===== src/rtl/sdl_pkg.sv =====
package sdl_pkg;
  typedef enum logic [1:0] {
    PH_IDLE  = 2'd0,
    PH_READ  = 2'd1,
    PH_WRITE = 2'd2
  } phase_t;
endpackage


===== src/rtl/sdl_ctrl.sv =====
module sdl_ctrl
  import sdl_pkg::*;
#(
  parameter int SAMPLE_W = 8
) (
  input  logic                clk,
  input  logic                rst_n,
  input  logic                strobe,
  input  logic [SAMPLE_W-1:0] smp_in,
  output logic                rd_cyc,
  output logic                wr_cyc,
  output logic [SAMPLE_W-1:0] wr_data
);
  phase_t              ph_q, ph_d;
  logic                pend_q, pend_d;
  logic [SAMPLE_W-1:0] pend_smp_q;
  logic [SAMPLE_W-1:0] cur_smp_q;
  logic                start;
  logic                busy;
  logic                pend_load;

  assign busy      = (ph_q != PH_IDLE);
  assign start     = (ph_q == PH_IDLE && strobe) || (ph_q == PH_WRITE && (strobe || pend_q));
  assign pend_load = strobe && busy && !(ph_q == PH_WRITE);

  always_comb begin
    ph_d   = ph_q;
    pend_d = pend_q;
    unique case (ph_q)
      PH_IDLE:  if (strobe) ph_d = PH_READ;
      PH_READ:  ph_d = PH_WRITE;
      PH_WRITE: ph_d = start ? PH_READ : PH_IDLE;
      default:  ph_d = PH_IDLE;
    endcase
    if (pend_load)
      pend_d = 1'b1;
    else if (ph_q == PH_WRITE && pend_q)
      pend_d = 1'b0;
  end

  always_ff @(posedge clk or negedge rst_n) begin
    if (!rst_n) begin
      ph_q   <= PH_IDLE;
      pend_q <= 1'b0;
    end else begin
      ph_q   <= ph_d;
      pend_q <= pend_d;
    end
  end

  always_ff @(posedge clk or negedge rst_n) begin
    if (!rst_n) begin
      pend_smp_q <= '0;
      cur_smp_q  <= '0;
    end else begin
      if (pend_load) pend_smp_q <= smp_in;
      if (start)     cur_smp_q  <= (ph_q == PH_WRITE && pend_q) ? pend_smp_q : smp_in;
    end
  end

  assign rd_cyc  = (ph_q == PH_READ);
  assign wr_cyc  = (ph_q == PH_WRITE);
  assign wr_data = cur_smp_q;


  held_strobe_not_idle_chk: assert property (@(posedge clk) disable iff (!rst_n)
    pend_q |-> ph_q != PH_IDLE);


  busy_strobe_kept_chk: assert property (@(posedge clk) disable iff (!rst_n)
    (strobe && ph_q == PH_READ) |=> pend_q);
endmodule


===== src/rtl/sdl_addr.sv =====
module sdl_addr #(
  parameter int ADDR_W = 18
) (
  input  logic              clk,
  input  logic              rst_n,
  input  logic              adv,
  output logic [ADDR_W-1:0] addr,
  output logic              filled
);
  logic [ADDR_W-1:0] addr_q, addr_d;
  logic              filled_q, filled_d;
  logic              at_top;

  assign at_top = (addr_q == {ADDR_W{1'b1}});

  always_comb begin
    addr_d   = addr_q;
    filled_d = filled_q;
    if (adv) begin
      addr_d = addr_q + 1'b1;
      if (at_top) filled_d = 1'b1;
    end
  end

  always_ff @(posedge clk or negedge rst_n) begin
    if (!rst_n) begin
      addr_q   <= '0;
      filled_q <= 1'b0;
    end else begin
      addr_q   <= addr_d;
      filled_q <= filled_d;
    end
  end

  assign addr   = addr_q;
  assign filled = filled_q;


  addr_wrap_chk: assert property (@(posedge clk) disable iff (!rst_n)
    (adv && at_top) |=> (addr_q == '0 && filled_q));
endmodule


===== src/rtl/sdl_out.sv =====
module sdl_out #(
  parameter int SAMPLE_W = 8
) (
  input  logic                clk,
  input  logic                rst_n,
  input  logic                load,
  input  logic                live,
  input  logic [SAMPLE_W-1:0] rdata,
  output logic [SAMPLE_W-1:0] out_sample,
  output logic                out_valid
);
  localparam logic [SAMPLE_W-1:0] MID = SAMPLE_W'(1) << (SAMPLE_W - 1);

  logic [SAMPLE_W-1:0] smp_q, smp_d;
  logic                vld_q;

  always_comb begin
    smp_d = smp_q;
    if (load) smp_d = live ? rdata : MID;
  end

  always_ff @(posedge clk or negedge rst_n) begin
    if (!rst_n) begin
      smp_q <= MID;
      vld_q <= 1'b0;
    end else begin
      smp_q <= smp_d;
      vld_q <= load;
    end
  end

  assign out_sample = smp_q;
  assign out_valid  = vld_q;


  out_hold_chk: assert property (@(posedge clk) disable iff (!rst_n)
    !out_valid |-> $stable(out_sample));


  muted_fill_chk: assert property (@(posedge clk) disable iff (!rst_n)
    (load && !live) |=> out_sample == MID);
endmodule


===== src/rtl/sample_delay_line.sv =====
module sample_delay_line #(
  parameter int SAMPLE_W    = 8,
  parameter int FULL_ADDR_W = 18,
  parameter int DEPTH_SHIFT = 0
) (
  input  logic                   clk,
  input  logic                   rst_n,
  input  logic                   smp_strobe,
  input  logic [SAMPLE_W-1:0]    smp_in,
  output logic [SAMPLE_W-1:0]    out_sample,
  output logic                   out_valid,
  output logic [FULL_ADDR_W-1:0] ram_addr,
  output logic [SAMPLE_W-1:0]    ram_wdata,
  output logic                   ram_we,
  input  logic [SAMPLE_W-1:0]    ram_rdata
);
  localparam int ADDR_W = FULL_ADDR_W - DEPTH_SHIFT;

  logic              rst_s1, rst_s2;
  logic              rd_cyc, wr_cyc, filled;
  logic [ADDR_W-1:0] addr;

  always_ff @(posedge clk or negedge rst_n) begin
    if (!rst_n) begin
      rst_s1 <= 1'b0;
      rst_s2 <= 1'b0;
    end else begin
      rst_s1 <= 1'b1;
      rst_s2 <= rst_s1;
    end
  end

  sdl_ctrl #(.SAMPLE_W(SAMPLE_W)) u_ctrl (
    .clk(clk), .rst_n(rst_s2), .strobe(smp_strobe), .smp_in(smp_in),
    .rd_cyc(rd_cyc), .wr_cyc(wr_cyc), .wr_data(ram_wdata)
  );

  sdl_addr #(.ADDR_W(ADDR_W)) u_addr (
    .clk(clk), .rst_n(rst_s2), .adv(wr_cyc), .addr(addr), .filled(filled)
  );

  sdl_out #(.SAMPLE_W(SAMPLE_W)) u_out (
    .clk(clk), .rst_n(rst_s2), .load(wr_cyc), .live(filled),
    .rdata(ram_rdata), .out_sample(out_sample), .out_valid(out_valid)
  );

  generate
    if (DEPTH_SHIFT > 0) begin : g_narrow
      assign ram_addr = {{DEPTH_SHIFT{1'b0}}, addr};
    end else begin : g_full
      assign ram_addr = addr;
    end
  endgenerate

  assign ram_we = wr_cyc;


  write_follows_read_chk: assert property (@(posedge clk) disable iff (!rst_s2)
    ram_we |-> ($past(rd_cyc) && $stable(ram_addr)));


  valid_single_chk: assert property (@(posedge clk) disable iff (!rst_s2)
    out_valid |=> !out_valid);
endmodule


===== config.mk =====
export PLATFORM = sky130hd
export DESIGN_NAME = sample_delay_line
export DESIGN_NICKNAME = d
export VERILOG_FILES = /design/src/rtl/sdl_pkg.sv /design/src/rtl/sdl_ctrl.sv /design/src/rtl/sdl_addr.sv /design/src/rtl/sdl_out.sv /design/src/rtl/sample_delay_line.sv
export SDC_FILE = /design/constraint.sdc
export NUM_CORES = 1
export LEC_CHECK = 0
export ABC_CLOCK_PERIOD_IN_PS = 1850
export CAP_MARGIN = 20
export CORE_ASPECT_RATIO = 1.2
export CORE_MARGIN = 4
export CORE_UTILIZATION = 49
export CTS_BUF_LIST = sky130_fd_sc_hd__clkbuf_4
export DETAILED_ROUTE_END_ITERATION = 16
export PLACE_DENSITY = 0.84
export RECOVER_POWER = 100
export SYNTH_ARGS = -nofsm -noshare
export SYNTH_HDL_FRONTEND = slang
export SYNTH_SLANG_ARGS = --single-unit

===== constraint.sdc =====
create_clock -name clk -period 1.85 [get_ports clk]
set_clock_uncertainty 0.15 [all_clocks]
set_input_delay 0.185 -clock clk [delete_from_list [all_inputs] [get_ports clk]]
set_output_delay 0.185 -clock clk [all_outputs]
set_load 0.02 [all_outputs]

==> results of run 1 <==
-- final cells by class --
cell class              instances  area, um^2
inverters                       3        11.3
well taps                      54        67.6
flip-flops and latches         49        1230
clock buffers                   5        37.5
multi-input cells             114         728
fillers                       332        1300
repair buffers                 58         526
clock inverters                 3        41.3
-- synthesized netlist by cell type, drive strengths merged, types with 2 or more instances --
master / count
nand4: 6
and3: 3
nand2: 36
buf: 2
o21ai: 7
nand2b: 2
nor3: 2
dfrtp: 48
xnor2: 13
nand3: 10
mux2i: 8
inv: 3
a21oi: 2
clkbuf: 3
mux2: 8
xor2: 4
nor2: 4
-- logic make-up after synthesis --
kind of cell               Yosys count  share of synthesized area
other                                1                    0.00187
DFF                                 49                      0.611
AOI/OAI and AO/OA                   11                     0.0293
buffers and inverters                8                     0.0162
and+or+nand+nor                     68                      0.177
xor gates and xnor gates            17                     0.0741
adders and majority gates            1                    0.00623
muxes                               16                     0.0847
-- worst min-delay path by stage --
stage	from	to	slack, ns	cells after the start
global route	ram_rdata[6]	u_out.out_sample[6]$_DFFE_PN0P_	0.20	3
CTS	rst_s2$_DFF_PN0_	u_out.out_sample[5]$_DFFE_PN0P_	0.08	0
global placement	rst_s2$_DFF_PN0_	u_addr.addr[4]$_DFFE_PN0P_	0.07	0
floorplan	rst_n	rst_s1$_DFF_PN0_	-0.26	0
detailed placement	rst_s2$_DFF_PN0_	u_addr.addr[8]$_DFFE_PN0P_	0.08	0
finish	rst_s2$_DFF_PN0_	u_addr.addr[10]$_DFFE_PN0P_	0.16	0
-- per-stage QoR --
step           power, W  hold WS, ns  setup WS, ns
2_1_floorplan   0.00215       -0.261         0.237
3_3_place_gp    0.00262       0.0731         0.199
3_5_place_dp    0.00266       0.0769         0.179
5_1_grt         0.00331        0.198        0.0100
4_1_cts         0.00325       0.0792       0.00508
6_report        0.00312        0.155        0.0840
-- power by group through the flow --
| stage | logic [W] | clock network (W) | registers, W |
|---|---|---|---|
| final | 0.000957 | 0.000611 | 0.00155 |
| after global routing | 0.00105 | 0.000676 | 0.00159 |
| after CTS | 0.00106 | 0.000622 | 0.00157 |
| after detailed placement | 0.00107 | 0 | 0.00158 |
| after global placement | 0.00104 | 0 | 0.00158 |
| after floorplan | 0.000424 | 0 | 0.00173 |
-- timing repair --
action / CTS / global route
endpoints found under the setup margin: 3 / 7
hold buffers: 1 / 0
cloned: 0 / 0
gates resized for setup: 3 / 7
hold endpoints to repair: 2 / 0
-- sequential cells by signal, indices dropped and copies added (netlist names) --
signal / cells
u_ctrl.ph_q: 2
u_addr.filled: 1
u_ctrl.pend_q: 1
u_ctrl.pend_smp_q: 8
u_out.out_valid: 1
u_out.out_sample: 8
u_ctrl.wr_data: 8
rst_s1: 1
u_addr.addr: 18
rst_s2: 1
-- cell usage in the layout (no fill, tap or decap), drive strengths merged, types with 2 or more instances in the layout --
| cell | count |
|---|---|
| xnor2 | 13 |
| nor2 | 4 |
| buf | 2 |
| a21oi | 2 |
| nand4 | 6 |
| clkdlybuf4s50 | 33 |
| dlygate4sd2 | 3 |
| mux2i | 8 |
| and3 | 3 |
| inv | 3 |
| mux2 | 8 |
| nor3 | 2 |
| nand2b | 2 |
| dlygate4sd3 | 13 |
| dfrtp | 48 |
| clkbuf | 12 |
| nand2 | 36 |
| xor2 | 4 |
| o21ai | 7 |
| nand3 | 10 |
-- layer usage --
| layer | part of all wire | vias up | global-route usage |
|---|---|---|---|
| met5 | 0 | - | 0 |
| met4 | 0.011 | 0 | 0.0427 |
| met3 | 0.064 | 6 | 0.0572 |
| met2 | 0.52 | 46 | 0.290 |
| met1 | 0.41 | 693 | 0.212 |
| li1 | - | 698 | - |
==> impl_metrics.json, run 1 <==
{
  "status": "finished clean",
  "rsz0062_at_grt": "false",
  "synth_warnings": 0,
  "synth-seq-cells": 49,
  "final_cell_area_um2": 2640,
  "die-area_um2": 5190,
  "cp_max_fo": 2,
  "critical_path_class": "register to output port",
  "gp_congestion": 0.772,
  "synth_edf_count": 0,
  "startpoint_type": "register",
  "post-route-min-period_ns": 1.77,
  "synth_area_leaders": "dfrtp_1 (60%), nand2_1 (6.5%), xnor2_1 (5.7%)",
  "grt_pass1_wl_um": 6840,
  "wirelength_um": 4100,
  "start_util": 0.510,
  "syn_area_um2": 2010,
  "powerDensity_nw_per_um2": 1180,
  "p_int_w": 0.00204,
  "setup_viol": 0,
  "hold_viol": 0,
  "combPwrFrac": 0.307,
  "cap_violations": 0,
  "dpl_cell_area_um2": 2630,
  "p_sw_w": 0.00108,
  "num_antenna_cells": 0,
  "crit_required_ns": 1.51,
  "cts-buffers-inserted": 5,
  "seq_power_share": 0.498,
  "crit_buf_inv": 1,
  "post_cts_buffers": 0,
  "setup.worst_path.start": "u_out.out_sample[5]$_DFFE_PN0P_",
  "area_delta_synth_final_pct": 31.4,
  "drtAntennaViolNets": 0,
  "ys_seq_area_frac": 0.611,
  "fmax_ghz": 0.566,
  "h-tree-depth": 2,
  "vdd_drop_max_v": 0.000824,
  "crit_arrival_ns": 1.43,
  "first_global_vias": 1408,
  "remaining_drc_errors": 0,
  "syn_nets": 191,
  "cp-endpoint": "out_sample[5]",
  "hold_class": "register to async pin",
  "viasPerCell": 5.05,
  "antenna_found_initial": 0,
  "drive_gt1_frac": 0.0905,
  "io_buffer_count": 54,
  "grt_overflow": 0,
  "drv_slew": 0,
  "ys.flop_type": "dfrtp_1",
  "fin_crit_sh": 0.955,
  "synth_top_area_cell": "dfrtp_1",
  "clockBufferDepth": 2,
  "cts_root_buf": "clkbuf_4",
  "crit_slowest_cell": "dlygate4sd3_1",
  "num_io_pins": 55,
  "r2r_start": "u_ctrl.ph_q[0]$_DFFE_PN0P_",
  "cts_tree": "done",
  "p_clk_frac": 0.196,
  "fin_setup_tns_ns": 0,
  "critPathTopFamily": "buffers and inverters",
  "slowest_delay_ns": 0.65,
  "drtPass1Iterations": 4,
  "wl_per_cell_um": 14.3,
  "placed_cells": 277,
  "clkLatencyLatePin_ns": 0.36,
  "syn_area_per_cell_um2": 11.8,
  "die_x_um": 66.5,
  "dr_total_vias": 1443,
  "grt_use_total": 0.172,
  "p_leak_nw": 1.27,
  "synth_top_area_frac": 0.598,
  "slew_headroom": 0.498,
  "cts.sinks": 49,
  "rrSetupSlack_ns": 0.17,
  "r2r-end": "u_addr.addr[14]$_DFFE_PN0P_",
  "rr_worst_depth": 4,
  "synth_cells": 171,
  "post_layout_nonfiller_instances": 286,
  "drtIter0Drc": 98,
  "core_area_um2": 3940,
  "crit_chain": "dlygate4sd3_1",
  "die_h_um": 78.2,
  "grt_max_degree": 29,
  "worstSetupPathDepth": 1,
  "cts.clk_slew.worst_paths_ns": 0.14,
  "rows": 25,
  "dp_hpwl_um": 2990,
  "synth.distinct_cells": 28,
  "switching_share": 0.345,
  "nets": 251,
  "synthArstFlopShare": 1.00,
  "worst_pin_slew_ns": 0.753,
  "crit_path_end_kind": "output port",
  "fin_util": 0.670
}
Note: power is estimated with default switching activity, not from simulation.
==> run 2: changes to the inputs <==
Settings changed: CORE_UTILIZATION 49 to 47, CTS_BUF_LIST sky130_fd_sc_hd__clkbuf_4 to unset, PLACE_DENSITY 0.84 to 0.81, SLEW_MARGIN set to 15.
==> run 2 against run 1 <==
Flip-flop and latch count is the same; routed wire length fell by 3.9%; maximum frequency decreased by 0.56%; global-route usage up 0.27 points; die area is 3.8% higher; via count fell by 2.1%; largest power group unchanged; critical endpoint is now out_sample[7]; sequential power about the same; clock power down 3.6%; critical path depth unchanged; design area is 2.7% higher; count of clock-buffer cells in the layout grew 1; combinational power rose by 6%.
==> impl_metrics.json, run 2 (synthesized netlist as in run 1, its figures left out) <==
{
  "critPathTopFamily": "buffers and inverters",
  "die-area_um2": 5390,
  "num_io_pins": 55,
  "slew_headroom": 0.360,
  "hold_class": "register to register",
  "layout_common_cells": "dfrtp_1 (47), nand2_1 (35), dlygate4sd3_1 (31)",
  "hold_viol": 0,
  "largest_reg_flops": 18,
  "r2r_start": "u_ctrl.ph_q[0]$_DFFE_PN0P_",
  "fin_util": 0.672,
  "startpoint_type": "register",
  "drive_gt1_frac": 0.0983,
  "first_global_vias": 1555,
  "worst_pin_slew_ns": 0.960,
  "setup_viol": 0,
  "rrSetupSlack_ns": 0.17,
  "clkLatencyLatePin_ns": 0.30,
  "gp_congestion": 0.742,
  "cap_violations": 0,
  "dr_total_vias": 1412,
  "drv_slew": 0,
  "post-route-min-period_ns": 1.78,
  "core_area_um2": 4040,
  "drtAntennaViolNets": 0,
  "vdd_drop_max_v": 0.000881,
  "die_x_um": 67.7,
  "r2r-end": "u_addr.addr[9]$_DFFE_PN0P_",
  "antenna_found_initial": 0,
  "status": "finished clean",
  "cp_max_fo": 2,
  "layout_commonest_cell": "dfrtp_1",
  "crit_path_end_kind": "output port",
  "critical_path_class": "register to output port",
  "num_antenna_cells": 0,
  "routed.top_layer": "met4",
  "fmax_ghz": 0.563,
  "cts.clk_slew.worst_paths_ns": 0.08,
  "cts.sinks": 49,
  "wl_per_cell_um": 13.7,
  "crit_chain": "clkdlybuf4s50_1",
  "nets": 253,
  "remaining_drc_errors": 0,
  "slowest_delay_ns": 0.61,
  "viasPerCell": 4.90,
  "wl_met1_um": 1650,
  "grt_overflow": 0,
  "cts_root_buf": "clkbuf_8",
  "cts-buffers-inserted": 5,
  "start_util": 0.498,
  "rows": 25,
  "wirelength_um": 3940,
  "crit_required_ns": 1.51,
  "pre_cts_slack_ns": 0.215,
  "io_buffer_count": 54,
  "hold_ws_ns": 0.211,
  "cp-endpoint": "out_sample[7]",
  "grt_max_degree": 41,
  "setup.worst_path.start": "u_out.out_sample[7]$_DFFE_PN1P_",
  "rsz0062_at_grt": "false",
  "powerDensity_nw_per_um2": 1160,
  "final_cell_area_um2": 2710,
  "area_delta_synth_final_pct": 35.0,
  "grt_pass1_wl_um": 7070,
  "clockBufferDepth": 2,
  "h-tree-depth": 2,
  "rr_worst_depth": 4,
  "met3_length_um": 200,
  "drtIter0Drc": 105,
  "grt_use_total": 0.175,
  "p_leak_nw": 1.36,
  "die_h_um": 79.6,
  "dpl_cell_area_um2": 2640,
  "wl_met2_um": 2030,
  "fin_setup_tns_ns": 0,
  "crit_buf_inv": 1,
  "worstSetupPathDepth": 1,
  "fin_crit_sh": 0.960,
  "crit_arrival_ns": 1.44,
  "drtPass1Iterations": 4,
  "crit_slowest_cell": "clkdlybuf4s50_1",
  "setup_slack_ns": 0.0741,
  "cts_tree": "done",
  "dp_hpwl_um": 2970
}
run 2: changes by cell type in the layout (fill, tap and decap cells not counted), sizes merged:
cell / change
buf: -1
bufinv: -1
clkbuf: -3
clkdlybuf4s50: -9
clkinv: +1
clkinvlp: -1
dlygate4sd2: -2
dlygate4sd3: +18
run 2: through the flow:
step / total power (W) / std cells
finish: 0.00315 / 288
global placement: 0.00263 / 278
detailed placement: 0.00267 / 278
global route: 0.00336 / 288
floorplan: 0.00215 / 171
CTS: 0.00327 / 288
run 2: cell type report:
cell class	instances	area, um^2
multi-input cells	114	743
fillers	310	1320
repair buffers	60	579
clock buffers	6	72.6
well taps	54	67.6
flip-flops and latches	49	1230
inverters	3	11.3
clock inverters	2	10.0
run 2: worst min-delay path by stage:
stage / startpoint / to / cells after the start
after floorplan: rst_n / rst_s1$_DFF_PN0_ / 0
after global placement: rst_s2$_DFF_PN0_ / u_ctrl.pend_smp_q[0]$_DFFE_PN0P_ / 0
after detailed placement: rst_s2$_DFF_PN0_ / u_ctrl.wr_data[0]$_DFFE_PN0P_ / 0
after CTS: rst_s2$_DFF_PN0_ / u_addr.addr[10]$_DFFE_PN0P_ / 1
after global routing: rst_s1$_DFF_PN0_ / rst_s2$_DFF_PN0_ / 0
final: rst_s1$_DFF_PN0_ / rst_s2$_DFF_PN0_ / 0
run 2: timing repair:
item | CTS | global route
endpoints found under the setup margin | 1 | 0
setup buffers | 0 | 0
resized for setup | 1 | 0
hold endpoints to repair | 9 | 0
hold buffers | 2 | 0
run 2: report_power, final:
| group | internal, W | total [W] | switching [W] |
|---|---|---|---|
| registers | 0.00134 | 0.00156 | 0.000221 |
| logic | 0.000482 | 0.00101 | 0.000527 |
| clock network | 0.000262 | 0.000589 | 0.000327 |
| total | 0.00208 | 0.00315 | 0.00107 |
run 2: per-layer routing:
| metal | vias to the layer above | global-route usage |
|---|---|---|
| met5 | - | 0 |
| met4 | 0 | 0.0791 |
| met3 | 6 | 0.0352 |
| met2 | 39 | 0.294 |
| met1 | 679 | 0.212 |
| li1 | 688 | - |
==> run 3: changes to the inputs <==
Settings changed: CORE_MARGIN 4 to 3.
==> run 3 against run 2 <==
Global-route usage grew 0.13 points; non-clock buffer count shrank 1; critical path depth is the same; largest cell class unchanged; flip-flop and latch count is the same; worst hold slack is essentially flat; largest power group unchanged; design area grew 0.46%; die area shrank 5.4%; combinational power is essentially flat; first-iteration DRC count shrank 19%; count of clock-buffer cells in the layout is the same; highest routed layer unchanged; clock power grew 35%; sequential share of layout area shrank 0.21 points.
==> impl_metrics.json, run 3 (synthesized netlist as in run 1, its figures left out) <==
{
  "drtIter0Drc": 85,
  "vdd_drop_max_v": 0.000817,
  "crit_path_end_kind": "output port",
  "rows": 25,
  "worst_pin_slew_ns": 0.949,
  "status": "finished clean",
  "cts.sinks": 49,
  "slowest_delay_ns": 0.65,
  "antenna_found_initial": 0,
  "critical_path_class": "register to output port",
  "cp-endpoint": "ram_addr[13]",
  "r2r_start": "u_ctrl.ph_q[0]$_DFFE_PN0P_",
  "wl_per_cell_um": 14.2,
  "core_area_um2": 4040,
  "startpoint_type": "register",
  "nets": 252,
  "cts_root_buf": "clkbuf_8",
  "hold_viol": 0,
  "wirelength_um": 4070,
  "largest_reg_flops": 18,
  "crit_arrival_ns": 1.43,
  "post-route-min-period_ns": 1.76,
  "io_buffer_count": 54,
  "die-area_um2": 5100,
  "critPathTopFamily": "buffers and inverters",
  "p_leak_nw": 1.36,
  "powerDensity_nw_per_um2": 1220,
  "r2r-end": "u_addr.addr[9]$_DFFE_PN0P_",
  "viasPerCell": 5.02,
  "die_x_um": 65.7,
  "slew_headroom": 0.367,
  "first_global_vias": 1457,
  "cap_violations": 0,
  "rsz0062_at_grt": "false",
  "hold_class": "register to register",
  "num_io_pins": 55,
  "dp_hpwl_um": 3000,
  "grt_use_total": 0.176,
  "drtPass1Iterations": 4,
  "clockBufferDepth": 2,
  "crit_slowest_cell": "clkdlybuf4s50_1",
  "rrSetupSlack_ns": 0.13,
  "fin_util": 0.675,
  "area_delta_synth_final_pct": 35.6,
  "worstSetupPathDepth": 1,
  "die_h_um": 77.6,
  "remaining_drc_errors": 0,
  "crit_required_ns": 1.51,
  "start_util": 0.498,
  "clkLatencyLatePin_ns": 0.30,
  "ff_latch_area_um2": 1230,
  "cp_max_fo": 6,
  "hold_path_depth": 0,
  "grt_max_degree": 41,
  "drtAntennaViolNets": 0,
  "fin_crit_sh": 0.952,
  "setup_viol": 0,
  "cts_tree": "done",
  "crit_buf_inv": 1,
  "crit_chain": "clkdlybuf4s50_1",
  "h-tree-depth": 2,
  "gp_congestion": 0.758,
  "multi_input_area_um2": 734,
  "drive_gt1_frac": 0.0987,
  "cts.clk_slew.worst_paths_ns": 0.09,
  "post_cts_buffers": 0,
  "fin_setup_tns_ns": 0,
  "cts-buffers-inserted": 5,
  "num_antenna_cells": 0,
  "dr_total_vias": 1440,
  "drv_slew": 0,
  "fillers": 313,
  "setup.worst_path.start": "u_addr.addr[13]$_DFFE_PN0P_",
  "layout_common_cells": "dfrtp_1 (47), nand2_1 (35), dlygate4sd3_1 (29)",
  "grt_overflow": 0,
  "layout_commonest_cell": "dfrtp_1",
  "rr_worst_depth": 4,
  "grt_pass1_wl_um": 6800,
  "fmax_ghz": 0.568
}
==> run 3: routing by layer <==
layer	global-route usage	vias to the layer above	part of all wire
met3	0.0478	4	0.056
met1	0.216	694	0.42
met5	0	-	0
met2	0.295	47	0.51
li1	-	695	-
met4	0.0622	0	0.013
==> run 3: power breakdown <==
part	switching, W	internal (W)	leakage [nW]
combinational	0.000526	0.000466	0.674
clock	0.000353	0.000440	0.0574
sequential	0.000214	0.00134	0.629
==> run 3: final cells by class <==
type                            count  share of cell area
Timing Repair Buffer               59               0.207
Multi-Input combinational cell    114               0.270
Tap cell                           54              0.0248
Clock inverter                      2              0.0138
Sequential cell                    49               0.451
Clock buffer                        6              0.0303
Inverter                            3             0.00413
==> run 3: per-stage QoR <==
step                      hold WS [ns]  instances  power, W  instance area [um^2]  setup WS (ns)
after floorplan                 -0.261        171   0.00215                  2010          0.237
after global placement         -0.0293        277   0.00262                  2630          0.212
after detailed placement       -0.0327        277   0.00266                  2630          0.189
after CTS                        0.113        287   0.00346                  2770         0.0286
after global routing             0.224        287   0.00352                  2730        0.00588
final                            0.211        287   0.00333                  2730         0.0879
==> run 3: timing repair <==
| item | in CTS | in global routing |
|---|---|---|
| endpoints found under the setup margin | 1 | 2 |
| gates resized for setup | 1 | 2 |
| hold endpoints to repair | 9 | 0 |
| gates cloned | 0 | 0 |
| hold buffers | 2 | 0 |
==> run 3: worst min-delay path by stage <==
stage	end	from
after floorplan	rst_s1$_DFF_PN0_	rst_n
after global placement	u_ctrl.wr_data[0]$_DFFE_PN0P_	rst_s2$_DFF_PN0_
after detailed placement	u_ctrl.wr_data[0]$_DFFE_PN0P_	rst_s2$_DFF_PN0_
after CTS	u_addr.addr[1]$_DFFE_PN0P_	rst_s2$_DFF_PN0_
after global routing	rst_s2$_DFF_PN0_	rst_s1$_DFF_PN0_
final	rst_s2$_DFF_PN0_	rst_s1$_DFF_PN0_
